===== src/rtl/crsmon_pkg.sv =====
package crsmon_pkg;
    typedef enum logic [2:0] {
        ST_IDLE     = 3'd0,
        ST_WAIT_CRS = 3'd1,
        ST_CARRIER  = 3'd2,
        ST_LOST     = 3'd3,
        ST_BYPASS   = 3'd4
    } crs_state_t;
endpackage


===== src/rtl/crsmon_sync.sv =====
module crsmon_sync #(
    parameter int STAGES = 2
) (
    input  logic clk,
    input  logic rst_n,
    input  logic d_i,
    output logic q_o
);
    localparam int LAST = STAGES - 1;

    logic [LAST:0] chain_q;

    generate
        for (genvar g = 0; g < STAGES; g++) begin : g_stage
            if (g == 0) begin : g_first
                always_ff @(posedge clk) begin
                    if (!rst_n) chain_q[0] <= 1'b0;
                    else        chain_q[0] <= d_i;
                end
            end else begin : g_next
                always_ff @(posedge clk) begin
                    if (!rst_n) chain_q[g] <= 1'b0;
                    else        chain_q[g] <= chain_q[g-1];
                end
            end
        end
    endgenerate

    assign q_o = chain_q[LAST];
endmodule


===== src/rtl/crsmon_fsm.sv =====
module crsmon_fsm
    import crsmon_pkg::*;
(
    input  logic clk,
    input  logic rst_n,
    input  logic tx_active_i,
    input  logic monitor_on_i,
    input  logic crs_i,
    output logic status_valid_o,
    output logic no_carrier_o,
    output logic carrier_lost_o,
    output logic abort_o
);
    crs_state_t state_q, state_d;
    logic       frame_end;
    logic       loss_evt;

    assign frame_end = (state_q != ST_IDLE) && !tx_active_i;
    assign loss_evt  = (state_q == ST_CARRIER) && tx_active_i && monitor_on_i && !crs_i;

    always_comb begin
        state_d = state_q;
        unique case (state_q)
            ST_IDLE: begin
                if (tx_active_i) begin
                    if (!monitor_on_i) state_d = ST_BYPASS;
                    else if (crs_i)    state_d = ST_CARRIER;
                    else               state_d = ST_WAIT_CRS;
                end
            end
            ST_WAIT_CRS: begin
                if (!tx_active_i)       state_d = ST_IDLE;
                else if (!monitor_on_i) state_d = ST_BYPASS;
                else if (crs_i)         state_d = ST_CARRIER;
            end
            ST_CARRIER: begin
                if (!tx_active_i)       state_d = ST_IDLE;
                else if (!monitor_on_i) state_d = ST_BYPASS;
                else if (!crs_i)        state_d = ST_LOST;
            end
            ST_LOST: begin
                if (!tx_active_i)       state_d = ST_IDLE;
                else if (!monitor_on_i) state_d = ST_BYPASS;
            end
            ST_BYPASS: begin
                if (!tx_active_i)       state_d = ST_IDLE;
            end
            default: state_d = ST_IDLE;
        endcase
    end

    always_ff @(posedge clk) begin
        if (!rst_n) state_q <= ST_IDLE;
        else        state_q <= state_d;
    end

    always_ff @(posedge clk) begin
        if (!rst_n) begin
            status_valid_o <= 1'b0;
            no_carrier_o   <= 1'b0;
            carrier_lost_o <= 1'b0;
            abort_o        <= 1'b0;
        end else begin
            status_valid_o <= frame_end;
            abort_o        <= loss_evt;
            if (frame_end) begin
                no_carrier_o   <= monitor_on_i && (state_q == ST_WAIT_CRS);
                carrier_lost_o <= monitor_on_i && (state_q == ST_LOST);
            end
        end
    end
endmodule


===== src/rtl/hd_crs_monitor.sv =====
module hd_crs_monitor #(
    parameter int SYNC_STAGES = 2
) (
    input  logic clk,
    input  logic rst_n,
    input  logic tx_active_i,
    input  logic half_duplex_i,
    input  logic crs_async_i,
    input  logic crs_ignore_i,
    output logic status_valid_o,
    output logic no_carrier_o,
    output logic carrier_lost_o,
    output logic abort_o
);
    logic crs_sync;
    logic monitor_on;

    assign monitor_on = half_duplex_i && !crs_ignore_i;

    crsmon_sync #(.STAGES(SYNC_STAGES)) u_sync (
        .clk   (clk),
        .rst_n (rst_n),
        .d_i   (crs_async_i),
        .q_o   (crs_sync)
    );

    crsmon_fsm u_fsm (
        .clk            (clk),
        .rst_n          (rst_n),
        .tx_active_i    (tx_active_i),
        .monitor_on_i   (monitor_on),
        .crs_i          (crs_sync),
        .status_valid_o (status_valid_o),
        .no_carrier_o   (no_carrier_o),
        .carrier_lost_o (carrier_lost_o),
        .abort_o        (abort_o)
    );
endmodule


===== config.mk =====
export PLATFORM = sky130hd
export DESIGN_NAME = hd_crs_monitor
export DESIGN_NICKNAME = d
export VERILOG_FILES = /design/src/rtl/crsmon_pkg.sv /design/src/rtl/crsmon_sync.sv /design/src/rtl/crsmon_fsm.sv /design/src/rtl/hd_crs_monitor.sv
export SDC_FILE = /design/constraint.sdc
export NUM_CORES = 1
export LEC_CHECK = 0
export ABC_AREA = 1
export CAP_MARGIN = 20
export CELL_PAD_IN_SITES_DETAIL_PLACEMENT = 2
export CELL_PAD_IN_SITES_GLOBAL_PLACEMENT = 2
export CORE_UTILIZATION = 25
export CTS_CLUSTER_DIAMETER = 200
export DETAILED_ROUTE_END_ITERATION = 7
export PLACE_DENSITY_LB_ADDON = 0.1
export SYNTH_ARGS = -nofsm -noshare
export SYNTH_HDL_FRONTEND = slang
export SYNTH_SLANG_ARGS = --single-unit

===== constraint.sdc =====
create_clock -name clk -period 2.08 [get_ports clk]
set_input_delay 0.416 -clock clk [delete_from_list [all_inputs] [get_ports clk]]
set_output_delay 0.416 -clock clk [all_outputs]
set_load 0.01 [all_outputs]

==> results.json <==
{
  "vias": 511,
  "ir_worst_vdd_uv": 348.3,
  "stdcell_area_sq_um": 656.9,
  "clkSinkCount": 9,
  "drtPass1Iterations": 3,
  "synth.cells.most_frequent": "18 x nand2_1, 15 x nor2_1, 9 x dfxtp_1, 7 x a21oi_1",
  "setup_tns_ns": 0,
  "drt_iter0_drc": 7,
  "drv_slew": 0,
  "async_flop_share": 0,
  "worstMarginPinSlew_ns": 0.2548,
  "cts_inserted_buffers": 3,
  "clockBufferDepth": 2,
  "worstPathCellList": "clkdlybuf4s50_1",
  "ys_types": 13,
  "rsz0062_at_grt": "no",
  "place.gp.congestion": 0.6905,
  "crit_required_ns": 1.66,
  "viasPerCell": 4.405,
  "n_antenna_cell": 0,
  "area_growth_pct": 28.99,
  "cts_resized": 0,
  "syn_nets": 84,
  "cts.clk_slew.worst_paths_ns": 0.06,
  "detailed_place_hpwl_mm": 1.110,
  "crit_type": "reg2out",
  "core_area_sq_mm": 0.001821,
  "ys_seq_area_frac": 0.3538,
  "cap_violations": 0,
  "clock-root-buffer": "clkbuf_4",
  "cp-end-kind": "output port",
  "p_switching_uw": 193.6,
  "grt_pass1_wl_mm": 2.249,
  "die_w_microns": 47.13,
  "io_pins": 10,
  "fmax_ghz": 0.6503,
  "drc_errors": 0,
  "track_usage": 0.1543,
  "yosys.area.top_type": "dfxtp_1",
  "die_h_microns": 47.13,
  "netlist_top_cells_area": "dfxtp_1 35%, nand2_1 13%, nor2_1 11%",
  "yosys_most_used_dff": "dfxtp_1",
  "hp-class": "reg2reg",
  "slowest_stage": "clkdlybuf4s50_1",
  "holdPathStages": 2,
  "ys_seq_elements": 9,
  "r2r_cells": 7,
  "power_density_mw_per_mm2": 798.2,
  "grt-ovfl-total": 0,
  "syn_area_sq_um": 509.2,
  "status": "finished clean",
  "cp_num_buf_inv": 1,
  "placed_cell_area_sq_um": 630.6,
  "p_leak_nw": 0.3119,
  "p_sw_frac": 0.3693,
  "io_buffer_count": 9,
  "path_max_fanout": 2,
  "tritoncts": "done",
  "crit_family": "buffers and inverters",
  "syn_inst": 78,
  "slew-limit-headroom": 0.8299,
  "start_kind": "flip-flop",
  "fin_crit_sh": 0.7393,
  "crit_path_max_incr_delay_ns": 0.53,
  "ant_nets": 0,
  "cts_hold_buf": 0,
  "synth_top_area_frac": 0.3538,
  "power_frac_comb": 0.334,
  "routed_wl_mm": 1.324,
  "hold_viol": 0,
  "grt_pass1_vias": 520,
  "yosys_warnings": 0,
  "grt_max_degree": 7,
  "clock-skew-final_ns": 0.002779,
  "synth_edf_count": 0,
  "nets": 98,
  "setup_viol": 0,
  "clock_latency_ns": 0.26,
  "syn_avg_cell_area_sq_um": 6.529,
  "die-area_sq_mm": 0.002221,
  "routedWlPerCell_microns": 11.41,
  "synth.most_common_cell": "nand2_1",
  "antenna_found_initial": 0,
  "intPower_uw": 330.7,
  "cp_num_cells": 1,
  "seqPwrFrac": 0.410,
  "drive_gt1_frac": 0.2308,
  "clockPowerShare": 0.256,
  "cts_max_level": 1,
  "post-route-min-period_ns": 1.538,
  "initial_core_util": 0.2797,
  "rows": 15,
  "cp.arrival_ns": 1.12,
  "post_cts_buffers": 0
}
[worst reg2reg max path: cells and delay by family, from the launching register on]
kind | cells | cell delay [ns]
flops | 1 | 0.46
simple gates | 6 | 0.60
compound gates | 1 | 0.15
[metal layers]
layer	routed length, microns	vias up	part of all wire	GRT usage
met5	0	-	0	0
met4	12	0	0.0091	0.06857
met3	39	2	0.029	0.04615
met2	668	7	0.50	0.2583
met1	605	236	0.46	0.1816
li1	-	266	-	-
[cells by family (layout without fill, tap and decap cells)]
| kind of cell | count (synthesis) | after routing | synth area share |
|---|---|---|---|
| DFF | 9 | 9 | 0.3538 |
| AOI/OAI and AO/OA | 7 | 7 | 0.06879 |
| buffers and inverters | 11 | 24 | 0.08108 |
| and+or+nand+nor | 51 | 51 | 0.4963 |
[registers in the layout, indices dropped and copies added, names as in the netlist]
name                  count
u_fsm.state_q             3
u_fsm.abort_o             1
u_fsm.carrier_lost_o      1
u_fsm.no_carrier_o        1
u_fsm.status_valid_o      1
u_sync.chain_q            1
u_sync.q_o                1
[final cells by class]
class | count | area (sq um)
Inverter | 11 | 41.29
Clock buffer | 4 | 26.28
Sequential cell | 9 | 180.2
Fill cell | 252 | 1164
Tap cell | 25 | 31.28
Timing Repair Buffer | 9 | 90.09
Multi-Input combinational cell | 58 | 287.8
[metrics by stage]
step	hold WS [ns]	total power, mW	utilization	instances	worst slack, ns
6_report	0.4153	0.5243	0.3608	116	0.5423
5_1_grt	0.4324	0.5717	0.3608	116	0.4732
4_1_cts	0.4183	0.5386	0.3608	116	0.5265
3_5_place_dp	0.4089	0.3976	0.3464	112	0.3201
3_3_place_gp	0.3952	0.3906	0.3464	112	0.3558
2_1_floorplan	0.3900	0.3396	-	78	0.9207
[cells in the final DEF (no fill, tap or decap)]
| cell | netlist | routed |
|---|---|---|
| clkdlybuf4s50_1 | 0 | 9 |
| nand2_2 | 6 | 6 |
| dfxtp_1 | 9 | 9 |
| inv_2 | 5 | 5 |
| nor3_1 | 1 | 1 |
| clkbuf_1 | 0 | 1 |
| inv_1 | 6 | 6 |
| nand3_2 | 2 | 2 |
| nand2_4 | 2 | 2 |
| a21oi_1 | 7 | 7 |
| nor2_4 | 1 | 1 |
| nor2_2 | 2 | 2 |
| nand3_1 | 4 | 4 |
| nand2_1 | 18 | 18 |
| nor2_1 | 15 | 15 |
| clkbuf_4 | 0 | 3 |
[power by group through the flow]
stage	Sequential [mW]	Clock, mW	Combinational, mW
2_1_floorplan	0.214	0	0.126
3_3_place_gp	0.219	0	0.172
3_5_place_dp	0.220	0	0.178
4_1_cts	0.216	0.144	0.179
5_1_grt	0.218	0.153	0.200
6_report	0.215	0.134	0.175
[worst paths after layout]
path                            to                 start  slack [ns]
setup / recovery    carrier_lost_o  u_fsm.carrier_lost_o        0.54
setup reg to reg  u_fsm.state_q[0]      u_fsm.state_q[0]        0.77
hold reg to reg         u_sync.q_o     u_sync.chain_q[0]        0.42
hold / removal          u_sync.q_o     u_sync.chain_q[0]        0.42
(Power assumes the default switching activity.)
